--- src/rtl/i2c_ctrl_pkg.sv ---
package i2c_ctrl_pkg;
  // Bit positions decoded by software and by the register block
  localparam int BIT_EN      = 7;
  localparam int BIT_IEN     = 6;
  localparam int BIT_CLRBUSY = 5;
  localparam int BIT_ACKDIS  = 3;
  localparam int BIT_RSEN    = 2;
  localparam int BIT_PEC     = 1;

  typedef struct packed {
    logic en;
    logic ien;
    logic ack_dis;
    logic rs_en;
    logic pec;
  } ctrl_t;

  function automatic logic [7:0] pack_ctrl(ctrl_t c);
    logic [7:0] v;
    v              = 8'h00;
    v[BIT_EN]      = c.en;
    v[BIT_IEN]     = c.ien;
    v[BIT_ACKDIS]  = c.ack_dis;
    v[BIT_RSEN]    = c.rs_en;
    v[BIT_PEC]     = c.pec;
    return v;
  endfunction
endpackage

--- src/rtl/i2c_ctrl_bits.sv ---
module i2c_ctrl_bits
  import i2c_ctrl_pkg::*;
(
  input  logic       clk,
  input  logic       rst_n,
  input  logic       wr_hit_i,
  input  logic [7:0] wdata_i,
  input  logic       rs_done_i,
  input  logic       mast_clr_i,
  output ctrl_t      ctrl_o
);
  ctrl_t ctrl_q;
  logic  hw_rs_clr;

  assign hw_rs_clr = rs_done_i | mast_clr_i;

  always_ff @(posedge clk or negedge rst_n) begin
    if (!rst_n) begin
      ctrl_q <= '0;
    end else begin
      if (wr_hit_i) begin
        ctrl_q.en      <= wdata_i[BIT_EN];
        ctrl_q.ien     <= wdata_i[BIT_IEN];
        ctrl_q.ack_dis <= wdata_i[BIT_ACKDIS];
        ctrl_q.pec     <= wdata_i[BIT_PEC];
      end
      // hardware clear overrides the CPU value
      if (hw_rs_clr)
        ctrl_q.rs_en <= 1'b0;
      else if (wr_hit_i)
        ctrl_q.rs_en <= wdata_i[BIT_RSEN];
    end
  end

  assign ctrl_o = ctrl_q;


  rs_hw_clear_chk: assert property (@(posedge clk) disable iff (!rst_n)
    (rs_done_i || mast_clr_i) |=> !ctrl_o.rs_en);


  write_lands_chk: assert property (@(posedge clk) disable iff (!rst_n)
    wr_hit_i |=> (ctrl_o.ack_dis == $past(wdata_i[BIT_ACKDIS]))
                 && (ctrl_o.pec == $past(wdata_i[BIT_PEC])));
endmodule

--- src/rtl/i2c_ctrl_flags.sv ---
module i2c_ctrl_flags #(
  parameter int NUM_EV = 4
) (
  input  logic              clk,
  input  logic              rst_n,
  input  logic              en_i,
  input  logic              clr_busy_i,
  input  logic              start_i,
  input  logic              stop_i,
  input  logic [NUM_EV-1:0] ev_set_i,
  input  logic [NUM_EV-1:0] ev_clr_i,
  output logic              busy_o,
  output logic [NUM_EV-1:0] flags_o
);
  logic              busy_q;
  logic [NUM_EV-1:0] flag_q;

  always_ff @(posedge clk or negedge rst_n) begin
    if (!rst_n)                  busy_q <= 1'b0;
    else if (!en_i)              busy_q <= 1'b0;
    else if (clr_busy_i || stop_i) busy_q <= 1'b0;
    else if (start_i)            busy_q <= 1'b1;
  end

  for (genvar g = 0; g < NUM_EV; g++) begin : g_flag
    always_ff @(posedge clk or negedge rst_n) begin
      if (!rst_n)           flag_q[g] <= 1'b0;
      else if (!en_i)       flag_q[g] <= 1'b0;
      else if (ev_set_i[g]) flag_q[g] <= 1'b1;
      else if (ev_clr_i[g]) flag_q[g] <= 1'b0;
    end
  end

  assign busy_o  = busy_q;
  assign flags_o = flag_q;


  off_holds_zero_chk: assert property (@(posedge clk) disable iff (!rst_n)
    !en_i |=> (flags_o == '0) && !busy_o);


  busy_clear_chk: assert property (@(posedge clk) disable iff (!rst_n)
    (clr_busy_i || stop_i) |=> !busy_o);


  busy_set_chk: assert property (@(posedge clk) disable iff (!rst_n)
    (en_i && start_i && !clr_busy_i && !stop_i) |=> busy_o);


  ev_set_wins_chk: assert property (@(posedge clk) disable iff (!rst_n)
    en_i |=> ((flags_o & $past(ev_set_i)) == $past(ev_set_i)));
endmodule

--- src/rtl/i2c_ctrl_irq.sv ---
module i2c_ctrl_irq #(
  parameter int NUM_EV = 4
) (
  input  logic              ien_i,
  input  logic [NUM_EV-1:0] flags_i,
  output logic              irq_o
);
  assign irq_o = ien_i & (|flags_i);
endmodule

--- src/rtl/i2c_ctrl_regs.sv ---
module i2c_ctrl_regs
  import i2c_ctrl_pkg::*;
#(
  parameter int              ADDR_W   = 8,
  parameter logic [ADDR_W-1:0] REG_ADDR = 8'h20,
  parameter int              NUM_EV   = 4
) (
  input  logic              clk,
  input  logic              rst_n,
  input  logic [ADDR_W-1:0] bus_addr,
  input  logic              bus_wr,
  input  logic              bus_rd,
  input  logic [7:0]        bus_wdata,
  output logic [7:0]        bus_rdata,
  input  logic              master_mode_i,
  input  logic              mast_clr_i,
  input  logic              rs_done_i,
  input  logic              start_det_i,
  input  logic              stop_det_i,
  input  logic [NUM_EV-1:0] ev_set_i,
  input  logic [NUM_EV-1:0] ev_clr_i,
  output logic              en_o,
  output logic              ien_o,
  output logic              ack_dis_o,
  output logic              pec_byte_o,
  output logic              rs_req_o,
  output logic              busy_o,
  output logic [NUM_EV-1:0] flags_o,
  output logic              irq_o
);
  logic       addr_hit, wr_hit, rd_hit, clr_busy;
  ctrl_t      ctrl;
  logic [7:0] rdata_q;

  assign addr_hit = (bus_addr == REG_ADDR);
  assign wr_hit   = bus_wr & addr_hit;
  assign rd_hit   = bus_rd & addr_hit;
  assign clr_busy = wr_hit & bus_wdata[BIT_CLRBUSY];

  i2c_ctrl_bits u_bits (
    .clk        (clk),
    .rst_n      (rst_n),
    .wr_hit_i   (wr_hit),
    .wdata_i    (bus_wdata),
    .rs_done_i  (rs_done_i),
    .mast_clr_i (mast_clr_i),
    .ctrl_o     (ctrl)
  );

  i2c_ctrl_flags #(.NUM_EV(NUM_EV)) u_flags (
    .clk        (clk),
    .rst_n      (rst_n),
    .en_i       (ctrl.en),
    .clr_busy_i (clr_busy),
    .start_i    (start_det_i),
    .stop_i     (stop_det_i),
    .ev_set_i   (ev_set_i),
    .ev_clr_i   (ev_clr_i),
    .busy_o     (busy_o),
    .flags_o    (flags_o)
  );

  i2c_ctrl_irq #(.NUM_EV(NUM_EV)) u_irq (
    .ien_i   (ctrl.ien),
    .flags_i (flags_o),
    .irq_o   (irq_o)
  );

  always_ff @(posedge clk or negedge rst_n) begin
    if (!rst_n)      rdata_q <= 8'h00;
    else if (rd_hit) rdata_q <= pack_ctrl(ctrl);
    else             rdata_q <= 8'h00;
  end

  assign bus_rdata  = rdata_q;
  assign en_o       = ctrl.en;
  assign ien_o      = ctrl.ien;
  assign ack_dis_o  = ctrl.ack_dis;
  assign pec_byte_o = ctrl.pec;
  assign rs_req_o   = master_mode_i & ctrl.rs_en;


  unimpl_bits_zero_chk: assert property (@(posedge clk) disable iff (!rst_n)
    (bus_rdata[5:4] == 2'b00) && !bus_rdata[0]);


  miss_reads_zero_chk: assert property (@(posedge clk) disable iff (!rst_n)
    (bus_rd && !addr_hit) |=> (bus_rdata == 8'h00));


  irq_needs_source_chk: assert property (@(posedge clk) disable iff (!rst_n)
    irq_o |-> (ien_o && (flags_o != '0)));
endmodule

--- config.mk ---
export PLATFORM = sky130hd
export DESIGN_NAME = i2c_ctrl_regs
export DESIGN_NICKNAME = d
export VERILOG_FILES = /design/src/rtl/i2c_ctrl_pkg.sv /design/src/rtl/i2c_ctrl_bits.sv /design/src/rtl/i2c_ctrl_flags.sv /design/src/rtl/i2c_ctrl_irq.sv /design/src/rtl/i2c_ctrl_regs.sv
export SDC_FILE = /design/constraint.sdc
export NUM_CORES = 1
export LEC_CHECK = 0
export BUFFER_PORTS_ARGS = -buffer_cell sky130_fd_sc_hd__buf_2
export CORE_UTILIZATION = 36
export CTS_BUF_LIST = sky130_fd_sc_hd__clkbuf_8
export DETAILED_ROUTE_END_ITERATION = 8
export PLACE_DENSITY_LB_ADDON = 0.2
export SLEW_MARGIN = 25
export SYNTH_ARGS = -nofsm -noshare
export SYNTH_HDL_FRONTEND = slang
export SYNTH_SLANG_ARGS = --single-unit
--- constraint.sdc ---
create_clock -name clk -period 0.9 [get_ports clk]
set_clock_uncertainty 0.1 [all_clocks]
set_input_delay 0.045 -clock clk [delete_from_list [all_inputs] [get_ports clk]]
set_output_delay 0.045 -clock clk [all_outputs]
set_load 0.05 [all_outputs]
* Word level (Yosys, flattened, before mapping)
Index checks and enable logic that the tools add are counted.
** Operators by class
- Equal/unequal tests :: 6
- Mux-type cells :: 18
- Bitwise logic cells :: 6
- Reduce and logical (&&, ||, !) cells :: 3
** Operators with widths (count)
- two-way mux 1 bit :: 17
- != test 3 bit (second input constant) :: 4
- equality test 8 x 6 -> 1 bit (second input constant) :: 1
- two-way mux 8 bit :: 1
- bitwise AND 1 bit :: 5
- OR reduction 4 bit :: 1
- != test 3 x 2 -> 1 bit (second input constant) :: 1
- nonzero test 2 bit :: 1
- logical OR 1 bit :: 1
- OR 1 bit :: 1
** Storage, ports and cells
- Register bits after elaboration :: 18
- Bits of input ports :: 33
- Output and inout bits :: 19

* Depth between registers and ports, before layout
Gate-level depths: netlist (run 1).
- Word-level depth :: 6
- Depth in mapped cells :: 4

* Hierarchy
Synthesis (run 1) repeated with hierarchy kept, for this count alone.
** Second synthesis, totals
- Cell total of the unflattened synthesis :: 55
- Area, all modules :: 700.7 um^2
** Modules (own cells, without submodules)
- i2c_ctrl_regs :: instances 1, cells each 28, area an instance 300.3 um^2, sequential area each 125.1 um^2
- i2c_ctrl_flags :: instances 1, cells each 15, area an instance 198.9 um^2, sequential area each 125.1 um^2
- i2c_ctrl_bits :: instances 1, cells each 11, area an instance 190.2 um^2, sequential area each 125.1 um^2
- i2c_ctrl_irq :: instances 1, cells each 1, area an instance 11.3 um^2, sequential area each 0.0 um^2

* Worst setup path before layout (run 1)
No wires, ideal clock.
- Path type :: register to output
- From :: reg u_flags.flag_q[1], in the netlist u_flags.flags_o[1]
- To :: out irq_o
- Data arrival time :: 1411 ps
- Required time :: 755 ps
- Path slack :: -656 ps
- Cell stages (with the launch flop) :: 3
- Path through :: dfrtp_1 > nor4_1 > nor2_1
** On the way
- Word-level cells in the longest chain between the ends :: 2
** RTL lines
- start: declaration :: RTL line i2c_ctrl_flags.sv:16 : logic [NUM_EV-1:0] flag_q;
- start signal: indexed assignment :: RTL line i2c_ctrl_flags.sv:27 : if (!rst_n) flag_q[g] <= 1'b0;
- start signal: indexed assignment :: RTL line i2c_ctrl_flags.sv:28 : else if (!en_i) flag_q[g] <= 1'b0;
- start signal: indexed assignment :: RTL line i2c_ctrl_flags.sv:29 : else if (ev_set_i[g]) flag_q[g] <= 1'b1;
- OR reduction 4 bit :: RTL line i2c_ctrl_irq.sv:8 : assign irq_o = ien_i & (|flags_i);
- bitwise AND 1 bit :: RTL line i2c_ctrl_irq.sv:8
- end: declaration :: RTL line i2c_ctrl_regs.sv:29 : output logic irq_o
Every way passes these cells.

* Final worst setup path (run 1)
Same ends and word-level chain as after synthesis.

==> results of run 1 <==
-- through the flow --
stage	hold slack [ns]	util (%)	setup slack, ns	TNS [ns]
after global routing	-0.137	80.1	-0.491	-3.43
after detailed placement	-0.134	59.0	-0.373	-3.16
after floorplan	-0.351	-	-0.241	-1.20
after CTS	-0.141	76.4	-0.442	-2.16
final	-0.135	80.1	-0.484	-2.88
after global placement	-0.137	59.0	-0.338	-2.94
-- synth_stat cells --
cell                        instances  share of area [%]
sky130_fd_sc_hd__nor4_1             1               0.93
sky130_fd_sc_hd__conb_1             1               0.56
sky130_fd_sc_hd__inv_1              9                5.0
sky130_fd_sc_hd__nor4b_4            1                3.5
sky130_fd_sc_hd__and3_1             1               0.93
sky130_fd_sc_hd__mux2i_1            1                1.5
sky130_fd_sc_hd__buf_4              3                3.4
sky130_fd_sc_hd__nand3_1            2                1.5
sky130_fd_sc_hd__mux2_2             2                3.4
sky130_fd_sc_hd__a2111oi_2          1                2.2
sky130_fd_sc_hd__nor2_1            12                6.7
sky130_fd_sc_hd__dfrtp_1           15                 56
sky130_fd_sc_hd__and2_1             1               0.93
sky130_fd_sc_hd__nor4_4             1                3.2
sky130_fd_sc_hd__nand2_1            2                1.1
sky130_fd_sc_hd__a21oi_1            4                3.0
sky130_fd_sc_hd__mux2_4             2                4.5
sky130_fd_sc_hd__buf_6              1                1.7
-- cell families (layout without fill, tap and decap cells) --
group | count (synthesis) | after routing
flip-flops | 15 | 15
other | 1 | 3
AND/OR/NAND/NOR | 21 | 21
AO/OA/AOI/OAI | 5 | 5
buffers and inverters | 13 | 81
multiplexers | 5 | 5
-- worst min path at each step --
stage / end / slack [ns] / startpoint / cells after the start
after floorplan: bus_rdata[1] / -0.35 / rst_n / 0
after global placement: bus_rdata[6] / -0.14 / rst_n / 1
after detailed placement: bus_rdata[6] / -0.13 / rst_n / 1
after CTS: u_flags.busy_o / -0.14 / stop_det_i / 2
after global routing: u_flags.busy_o / -0.14 / stop_det_i / 2
final: u_flags.busy_o / -0.13 / stop_det_i / 2
-- critical path: stages, from the launching register on --
cell	delay (ns)
sky130_fd_sc_hd__dfrtp_2	0.43
sky130_fd_sc_hd__nor4_4	0.35
sky130_fd_sc_hd__nor2_4	0.06
sky130_fd_sc_hd__buf_6	0.16
-- layout make-up --
cell class,instances,share of cell area [%]
multi-input cells,34,22.1
repair buffers,68,42.4
well taps,25,2.24
clock inverters,1,0.268
inverters,9,2.42
flip-flops and latches,15,27.6
clock buffers,3,2.95
-- sequential cells by signal, indices dropped and copies added (netlist names) --
name / cells
bus_rdata: 5
u_bits.ctrl_o: 5
u_flags.flags_o: 4
u_flags.busy_o: 1
-- what timing repair did --
item                       CTS  global route
hold buffers                 7             1
gates cloned                 0             0
setup endpoints to repair   26            26
hold endpoints to repair    25             6
pin swaps                    7             5
gates resized for setup     50             8
setup buffers                3             4
-- layer usage --
layer / vias to the layer above / share of wire [%] / global-route usage, %
met3: 8 / 6.7 / 4.00
li1: 326 / - / -
met1: 327 / 35 / 23.0
met2: 42 / 56 / 37.7
met5: - / 0 / 0
met4: 0 / 2.4 / 7.27
-- power groups by stage --
| stage | Clock (mW) | Sequential (mW) | Combinational, mW |
|---|---|---|---|
| 4_1_cts | 0.534 | 0.707 | 0.318 |
| 5_1_grt | 0.592 | 0.709 | 0.370 |
| 6_report | 0.544 | 0.708 | 0.351 |
| 2_1_floorplan | 0 | 0.766 | 0.0942 |
| 3_5_place_dp | 0 | 0.716 | 0.254 |
| 3_3_place_gp | 0 | 0.715 | 0.250 |
-- cell usage in the layout, fill, tap and decap left out, types with 2 or more instances in the layout --
master                           n
sky130_fd_sc_hd__a21oi_2         3
sky130_fd_sc_hd__buf_2          26
sky130_fd_sc_hd__buf_4           5
sky130_fd_sc_hd__buf_6          24
sky130_fd_sc_hd__buf_8           5
sky130_fd_sc_hd__clkbuf_8        3
sky130_fd_sc_hd__conb_1          3
sky130_fd_sc_hd__dfrtp_1         6
sky130_fd_sc_hd__dfrtp_2         9
sky130_fd_sc_hd__dlygate4sd3_1   8
sky130_fd_sc_hd__inv_1           8
sky130_fd_sc_hd__inv_2           2
sky130_fd_sc_hd__mux2_4          3
sky130_fd_sc_hd__nor2_1         10
sky130_fd_sc_hd__nor4_4          2
==> results.rst, run 1 <==
.. list-table::
   :header-rows: 1

   * - Metric
     - Value
   * - Largest net degree at the start of global routing
     - 16
   * - Multi-input logic area
     - 309 um2
   * - Iter 0 DRT Violations
     - 9
   * - Complex-gate fraction of the synthesized area
     - 5.22%
   * - CTS Buffer Depth
     - 2
   * - Total half-perimeter wirelength after legalization and detailed placement
     - 1.09 mm
   * - Cell area after placement
     - 1030 um2
   * - Setup crit end
     - irq_o
   * - Routability congestion estimate from global placement
     - 0.652
   * - Total number of clock tree sinks
     - 15
   * - GRT Total Usage
     - 20.4%
   * - Cell area after synthesis
     - 671 um2
   * - Count of port buffers added during placement
     - 46
   * - Mux contribution to synthesized area
     - 9.33%
   * - Total of max-cap violations
     - 0
   * - Final Hold Slack
     - -0.135 ns
   * - Net load switching power
     - 0.441 mW
   * - Inserted Clock Buffers
     - 3
   * - Starting density of the core
     - 38.4%
   * - Global-route wire length before repair
     - 2.84 mm
   * - Register Area
     - 387 um2
   * - Clock tree from TritonCTS
     - yes
   * - Routed via count divided by cell count
     - 4.54
   * - Clock transition at the registers of the reported paths
     - 0.06 ns
   * - Number of diodes
     - 0
   * - End of the worst register-to-register path
     - u_flags.flags_o[1]
   * - Origin of the worst setup path
     - u_flags.flags_o[1]
   * - Routed length per instance
     - 14.7 um
   * - Post-route design area
     - 1400 um2
   * - Total DRC errors in the routed layout
     - 0
   * - Sequential share of power
     - 44.2%
   * - Placed Instances
     - 138
   * - Final critical-path share of the clock period
     - 154%
   * - Total number of vias
     - 703
   * - R2R cell count
     - 5
   * - Clk Latency, worst-skew pair
     - 0.24 ns
   * - Antenna Violating Nets Remaining
     - 0
   * - Maximum operating frequency
     - 722 MHz
   * - Critical Path Sink Type
     - output port
   * - Number of synthesized register bits
     - 15
   * - Violations in the final reports
     - negative hold slack, negative setup slack
   * - Data required, critical path
     - 0.75 ns
   * - Total Power
     - 1.60 mW
   * - Layout-stage area growth over the synthesis result
     - 109%
   * - Fraction of the mapped netlist area in simple logic gates
     - 18.8%
   * - Switching fraction of total power
     - 27.5%
   * - GR Overflow Total
     - 0
   * - Unrepaired setup endpoints after global routing
     - yes
   * - Comb pwr share
     - 21.9%
   * - Type of origin of the critical path
     - flip-flop
   * - R2R Path Start
     - u_flags.flags_o[1]
   * - Synthesized area per cell
     - 11.2 um2
   * - Arithmetic-cell share of the synthesized area counting full adders, half adders and majority gates
     - 0%
   * - Leakage dissipation
     - 0.686 nW
   * - Power per standard cell area
     - 1150 nW/um2
   * - Result of the run
     - finished, violations left
   * - Die Area
     - 2040 um2
   * - Clk root buf
     - sky130_fd_sc_hd__clkbuf_8
   * - Fill count
     - 110
   * - Number of primary I/O pins
     - 52
   * - Number of detailed-route iterations in the first pass
     - 4
   * - Layout net count
     - 164
   * - Initial antenna violation count
     - 0
   * - H-tree depth
     - 1
   * - Number of core rows
     - 15
   * - Path type of the worst min-delay path
     - in -> reg
   * - Synthesized-area fraction occupied by xor and xnor cells
     - 0%
   * - Number of unique standard cell types used by synthesis
     - 18
   * - Floorplan die width
     - 45.2 um
   * - Register-to-Register Setup Slack
     - -0.26 ns
   * - Die height
     - 45.2 um
   * - Number of slew-limit violations in the final report
     - 0
   * - Area of the core
     - 1750 um2
   * - Largest family of logic cells by synthesized area
     - simple AND/OR/NAND/NOR gates
   * - Number of instances in the synthesized netlist
     - 60
   * - Clock Power Share
     - 33.9%
   * - Worst VDD drop
     - 0.00104 V
   * - Number of failing setup endpoints in the final timing report
     - 25
   * - Layout cell share with drive strength beyond 1
     - 70.8%
   * - P_int
     - 1.16 mW
   * - Worst setup slack after layout
     - -0.484 ns
   * - Yosys synthesis warning count
     - 0
   * - Crit path DAT
     - 1.24 ns
   * - Hold Fails Final Rpt
     - 5
   * - Register area share after synthesis
     - 56.0%
   * - Final cell count without fillers
     - 155
   * - Total routed wirelength
     - 2.28 mm
   * - Crit path time final
     - 1.38 ns
   * - Largest fanout on the critical path
     - 2
   * - Category of the critical setup timing path
     - reg -> out
   * - Vias in the first global route
     - 629
No activity file was read; power rests on OpenSTA's default activity.
==> inputs of run 2 (changes only) <==
==> constraint.sdc (replaced) <==
create_clock -name clk -period 1.25 [get_ports clk]
set_clock_uncertainty 0.1 [all_clocks]
set_input_delay 0.125 -clock clk [delete_from_list [all_inputs] [get_ports clk]]
set_output_delay 0.125 -clock clk [all_outputs]
set_load 0.05 [all_outputs]
==> run 2 against run 1 <==
Against the previous run:
- the run ends with negative setup slack left
- worst setup slack gained 0.33 ns
- power shrank 34%
- global-route usage shrank 4.4 points
- worst hold slack gained 0.14 ns
- die area is the same
- sequential share of layout area grew 8.2 points
- count of clock-buffer cells in the layout is the same
- cell count shrank 9.0%
- sequential power shrank 29%
- critical path type unchanged
- largest power group unchanged
==> results.rst, run 2 (same netlist as run 1, synthesis figures left out) <==
.. list-table::
   :header-rows: 1

   * - Metric
     - Value
   * - Result of the run
     - finished, violations left
   * - Violations in the final reports
     - negative setup slack
   * - Number of failing setup endpoints in the final timing report
     - 1
   * - Fill count
     - 173
   * - Path type of the worst min-delay path
     - in -> reg
   * - Inserted Clock Buffers
     - 3
   * - Worst stage delay on the critical path
     - 0.42 ns
   * - Type of origin of the critical path
     - flip-flop
   * - Largest fanout on the critical path
     - 2
   * - CTS Buffer Depth
     - 2
   * - End of the worst register-to-register path
     - u_flags.flags_o[3]
   * - Number of diodes
     - 0
   * - Hold Fails Final Rpt
     - 0
   * - Routed via count divided by cell count
     - 4.23
   * - Routability congestion estimate from global placement
     - 0.642
   * - Number of slew-limit violations in the final report
     - 0
   * - Most common cell after layout, fill and taps aside
     - sky130_fd_sc_hd__buf_2
   * - Post-route design area
     - 1060 um2
   * - Start point of the worst min-delay path
     - ev_set_i[2]
   * - R2R cell count
     - 3
   * - Setup crit end
     - irq_o
   * - Antenna Violating Nets Remaining
     - 0
   * - Floorplan die width
     - 45.2 um
   * - Routed length per instance
     - 9.81 um
   * - Kind of cell adding the most delay to the critical path
     - flip-flops
   * - Origin of the worst setup path
     - u_flags.flags_o[3]
   * - R2R Path Start
     - u_flags.flags_o[3]
   * - Die Area
     - 2040 um2
   * - Area of the core
     - 1750 um2
   * - Vias in the first global route
     - 553
   * - Layout net count
     - 150
   * - Pre-CTS worst setup slack
     - -0.133 ns
   * - Maximum operating frequency
     - 711 MHz
   * - Crit path DAT
     - 1.18 ns
   * - Cell area after placement
     - 948 um2
   * - Layout cell share with drive strength beyond 1
     - 56.0%
   * - Starting density of the core
     - 38.4%
   * - Layout-stage area growth over the synthesis result
     - 58.4%
   * - Category of the critical setup timing path
     - reg -> out
   * - Total number of clock tree sinks
     - 15
   * - Final critical-path share of the clock period
     - 113%
   * - Clk Latency, worst-skew pair
     - 0.24 ns
   * - Number of cells on the critical path
     - 3
   * - Final Hold Slack
     - 0.000566 ns
   * - Global-route wire length before repair
     - 2.24 mm
   * - Final total negative setup slack
     - -0.157 ns
   * - Cell type of the slowest stage on the worst timing path
     - sky130_fd_sc_hd__dfrtp_2
   * - Worst setup slack after layout
     - -0.157 ns
   * - Cell depth of the worst hold path
     - 3
   * - Initial antenna violation count
     - 0
   * - Unrepaired setup endpoints after global routing
     - yes
   * - H-tree depth
     - 1
   * - Clock transition at the registers of the reported paths
     - 0.06 ns
   * - GRT Total Usage
     - 16.0%
   * - Clock tree from TritonCTS
     - yes
   * - Commonest cells after routing, fill and taps aside
     - 43 x sky130_fd_sc_hd__buf_2, 11 x sky130_fd_sc_hd__nor2_1, 11 x sky130_fd_sc_hd__dfrtp_1
   * - Largest net degree at the start of global routing
     - 16
   * - Data required, critical path
     - 1.02 ns
   * - Series of cell instances along the critical path
     - nor4_4 > nor2_4 > buf_6
   * - Register Area
     - 380 um2
   * - Leakage dissipation
     - 0.583 nW
   * - Total half-perimeter wirelength after legalization and detailed placement
     - 1.08 mm
   * - Total DRC errors in the routed layout
     - 0
   * - Worst VDD drop
     - 0.000593 V
   * - Clk root buf
     - sky130_fd_sc_hd__clkbuf_8
   * - Total routed wirelength
     - 1.38 mm
   * - Critical Path Sink Type
     - output port
   * - Count of port buffers added during placement
     - 46
   * - Die height
     - 45.2 um
   * - Count of buffer and inverter cells on the critical path
     - 1
   * - Total of max-cap violations
     - 0
   * - Iter 0 DRT Violations
     - 4
   * - Register-to-Register Setup Slack
     - 0.27 ns
   * - Number of primary I/O pins
     - 52
   * - Multi-input logic area
     - 258 um2
   * - Number of detailed-route iterations in the first pass
     - 4
   * - GR Overflow Total
     - 0
   * - Total number of vias
     - 596
   * - Crit path time final
     - 1.41 ns
   * - Power per standard cell area
     - 998 nW/um2
   * - Number of core rows
     - 15
## run 2: cell types whose count changed in the layout (fill, tap and decap cells not counted), moves of 2 or more
cell	before	now
sky130_fd_sc_hd__buf_6	24	1
sky130_fd_sc_hd__buf_2	26	43
sky130_fd_sc_hd__buf_8	5	0
sky130_fd_sc_hd__dfrtp_1	6	11
sky130_fd_sc_hd__dfrtp_2	9	4
sky130_fd_sc_hd__a21oi_1	0	4
sky130_fd_sc_hd__a21oi_2	3	0
sky130_fd_sc_hd__dlygate4sd3_1	8	5
sky130_fd_sc_hd__inv_1	8	10
sky130_fd_sc_hd__inv_2	2	0
## run 2: worst min path at each step
stage / to / slack, ns
global placement: bus_rdata[2] / -0.06
detailed placement: bus_rdata[3] / -0.05
CTS: u_flags.flags_o[3] / 0.0002
floorplan: bus_rdata[1] / -0.27
finish: u_flags.flags_o[2] / 0.0006
global route: u_bits.ctrl_o[2] / 0.01
## run 2: final cells by class
type,count,share of cell area (%)
clock inverters,1,0.353
repair buffers,54,29.6
well taps,25,2.94
flip-flops and latches,15,35.8
multi-input cells,34,24.3
inverters,9,3.18
clock buffers,3,3.89
## run 2: timing repair
| item | CTS | global route |
|---|---|---|
| resized for setup | 2 | 4 |
| hold buffers | 5 | 0 |
| endpoints found under the setup margin | 1 | 3 |
| buffers inserted | 1 | 0 |
| pin swaps | 1 | 0 |
| hold endpoints to repair | 18 | 0 |
## run 2: metal layers
layer | routed length (um) | vias to the layer above | share of wire [%] | global-route usage [%]
met5 | 0 | - | 0 | 0
met3 | 81 | 4 | 5.9 | 3.60
met1 | 556 | 269 | 40 | 17.7
met4 | 38 | 0 | 2.7 | 12.7
met2 | 706 | 26 | 51 | 26.4
li1 | - | 297 | - | -
## run 2: metrics by stage
step                std cells  power, mW  utilization (%)
floorplan                  62      0.613                -
global placement          131      0.681             54.3
detailed placement        131      0.684             54.3
CTS                       141       1.07             60.6
global route              141       1.11             60.9
finish                    141       1.06             60.9
## run 2: tightest hold or removal path, delay by kind of cell
kind / cells / cell delay [ns]
buffers and inverters: 1 / 0.07
and+or+nand+nor: 1 / 0.07
AOI/OAI and AO/OA: 1 / 0.03
## run 2: report_power, final
group / leakage (nW) / switching (mW) / total [mW] / internal (mW)
clock: 0.0269 / 0.155 / 0.372 / 0.217
combinational: 0.354 / 0.108 / 0.183 / 0.0744
sequential: 0.202 / 0.00853 / 0.505 / 0.497
total: 0.583 / 0.272 / 1.06 / 0.788
==> inputs of run 3 (changes only) <==
--- a/config.mk
+++ b/config.mk
@@ -10,6 +10,7 @@
 export CTS_BUF_LIST = sky130_fd_sc_hd__clkbuf_8
 export DETAILED_ROUTE_END_ITERATION = 8
 export PLACE_DENSITY_LB_ADDON = 0.2
+export RECOVER_POWER = 100
 export SLEW_MARGIN = 25
 export SYNTH_ARGS = -nofsm -noshare
 export SYNTH_HDL_FRONTEND = slang
==> run 3 against run 2 <==
Against the previous run:
- fmax down 0.29%
- first-iteration DRC count stayed put
- the flow finishes with violations (negative hold slack, negative setup slack)
- non-clock buffer count stayed put
- via count rose by 1.0%
- worst setup slack lost 0.0041 ns
- sequential power about the same
- cell count unchanged
==> results.rst, run 3 (same netlist as run 1, synthesis figures left out) <==
.. list-table::
   :header-rows: 1

   * - Metric
     - Value
   * - Total number of clock tree sinks
     - 15
   * - Violations in the final reports
     - negative hold slack, negative setup slack
   * - Final critical-path share of the clock period
     - 113%
   * - Number of core rows
     - 15
   * - Routed via count divided by cell count
     - 4.27
   * - Clk Latency, worst-skew pair
     - 0.24 ns
   * - GRT Total Usage
     - 16.0%
   * - Largest fanout on the critical path
     - 2
   * - Total routed wirelength
     - 1.37 mm
   * - Inserted Clock Buffers
     - 3
   * - Number of primary I/O pins
     - 52
   * - CTS Buffer Depth
     - 2
   * - Die height
     - 45.2 um
   * - GR Overflow Total
     - 0
   * - Floorplan die width
     - 45.2 um
   * - Cell depth of the worst hold path
     - 3
   * - Die Area
     - 2040 um2
   * - Total half-perimeter wirelength after legalization and detailed placement
     - 1.08 mm
   * - End of the worst register-to-register path
     - u_flags.flags_o[3]
   * - Worst setup slack after layout
     - -0.162 ns
   * - Result of the run
     - finished, violations left
   * - Number of detailed-route iterations in the first pass
     - 3
   * - Number of diodes
     - 0
   * - Starting density of the core
     - 38.4%
   * - Start point of the worst min-delay path
     - ev_set_i[2]
   * - Layout-stage area growth over the synthesis result
     - 55.8%
   * - Final cell count without fillers
     - 141
   * - H-tree depth
     - 1
   * - Layout cell share with drive strength beyond 1
     - 55.2%
   * - Clk root buf
     - sky130_fd_sc_hd__clkbuf_8
   * - Count of port buffers added during placement
     - 46
   * - Data required, critical path
     - 1.02 ns
   * - R2R Path Start
     - u_flags.flags_o[3]
   * - Crit path time final
     - 1.41 ns
   * - Total number of vias
     - 602
   * - Clock tree from TritonCTS
     - yes
   * - Unrepaired setup endpoints after global routing
     - yes
   * - Initial antenna violation count
     - 0
   * - Endpoint of the worst hold path
     - u_flags.flags_o[2]
   * - Number of failing setup endpoints in the final timing report
     - 1
   * - Hold Fails Final Rpt
     - 1
   * - Most common cell after layout, fill and taps aside
     - sky130_fd_sc_hd__buf_2
   * - Number of slew-limit violations in the final report
     - 0
   * - Largest net degree at the start of global routing
     - 16
   * - Antenna Violating Nets Remaining
     - 0
   * - Placed Instances
     - 131
   * - Routability congestion estimate from global placement
     - 0.642
   * - Critical Path Sink Type
     - output port
   * - Area of the core
     - 1750 um2
   * - Commonest cells after routing, fill and taps aside
     - 29 x sky130_fd_sc_hd__buf_2, 15 x sky130_fd_sc_hd__clkbuf_2, 11 x sky130_fd_sc_hd__nor2_1, 11 x sky130_fd_sc_hd__dfrtp_1, 10 x sky130_fd_sc_hd__inv_1
   * - Layout net count
     - 150
   * - Clock transition at the registers of the reported paths
     - 0.06 ns
   * - Final Hold Slack
     - -0.00169 ns
   * - Global-route wire length before repair
     - 2.24 mm
   * - Path type of the worst min-delay path
     - in -> reg
   * - Total DRC errors in the routed layout
     - 0
   * - Pre-CTS worst setup slack
     - -0.133 ns
   * - Total Power
     - 1.06 mW
   * - Worst VDD drop
     - 0.000592 V
   * - R2R cell count
     - 3
   * - Category of the critical setup timing path
     - reg -> out
   * - Vias in the first global route
     - 553
   * - Register-to-Register Setup Slack
     - 0.28 ns
   * - Maximum operating frequency
     - 708 MHz
   * - Fill count
     - 176
   * - Power per standard cell area
     - 1010 nW/um2
   * - Leakage dissipation
     - 0.563 nW
   * - Crit path DAT
     - 1.19 ns
   * - Total of max-cap violations
     - 0
   * - Routed length per instance
     - 9.74 um
   * - Type of origin of the critical path
     - flip-flop
   * - Iter 0 DRT Violations
     - 4
## run 3: changes by cell type in the layout (fill, tap and decap cells not counted), sizes merged
cell,delta
buf,-16
clkbuf,+16
## run 3: power breakdown
| part | switching [mW] | internal, mW | leakage [nW] |
|---|---|---|---|
| clock | 0.156 | 0.217 | 0.0269 |
| combinational | 0.106 | 0.0719 | 0.334 |
| sequential | 0.00869 | 0.497 | 0.202 |
| total | 0.270 | 0.786 | 0.563 |
## run 3: final cells by class
type | count | area (um2) | share of cell area (%)
clock buffer | 3 | 41.3 | 3.95
clock inverter | 1 | 3.75 | 0.359
inverter | 9 | 33.8 | 3.23
multi-input combinational | 34 | 243 | 23.2
sequential | 15 | 380 | 36.4
tap | 25 | 31.3 | 2.99
timing repair buffer | 54 | 312 | 29.8
## run 3: per-layer routing
layer / up-vias / track usage, % / wire length (um)
li1: 298 / - / -
met1: 272 / 17.7 / 545
met2: 28 / 26.4 / 704
met3: 4 / 3.60 / 84
met4: 0 / 12.7 / 39
met5: - / 0 / 0
## run 3: critical path, stage by stage, from the launching register on
cell                      delay, ns
sky130_fd_sc_hd__dfrtp_2       0.42
sky130_fd_sc_hd__nor4_4        0.32
sky130_fd_sc_hd__nor2_4        0.04
sky130_fd_sc_hd__buf_6         0.15
## run 3: metrics by stage
stage               utilization (%)  cell area [um2]  TNS (ns)
detailed placement             54.3              948    -0.407
CTS                            60.6             1060    -0.169
finish                         59.9             1040    -0.162
global route                   59.9             1040    -0.311
global placement               54.3              948    -0.268
floorplan                         -              706         0
## run 3: worst max-delay path by stage
stage | start | endpoint | slack (ns) | depth (start not counted)
6_report | u_flags.flags_o[3] | irq_o | -0.16 | 3
5_1_grt | u_flags.flags_o[3] | irq_o | -0.22 | 3
4_1_cts | u_flags.flags_o[3] | irq_o | -0.17 | 3
3_5_place_dp | bus_addr[1] | u_bits.ctrl_o[1] | -0.13 | 5
3_3_place_gp | bus_addr[1] | u_bits.ctrl_o[3] | -0.09 | 4
2_1_floorplan | u_bits.ctrl_o[4] | u_flags.busy_o | 0.02 | 2
## run 3: what timing repair did
item                                    in CTS  in global routing
buffers inserted                             1                  0
hold buffers                                 5                  0
gates resized for setup                      2                  4
endpoints found under the setup margin       1                  3
pin swaps                                    1                  0
endpoints found under the hold margin       18                  0
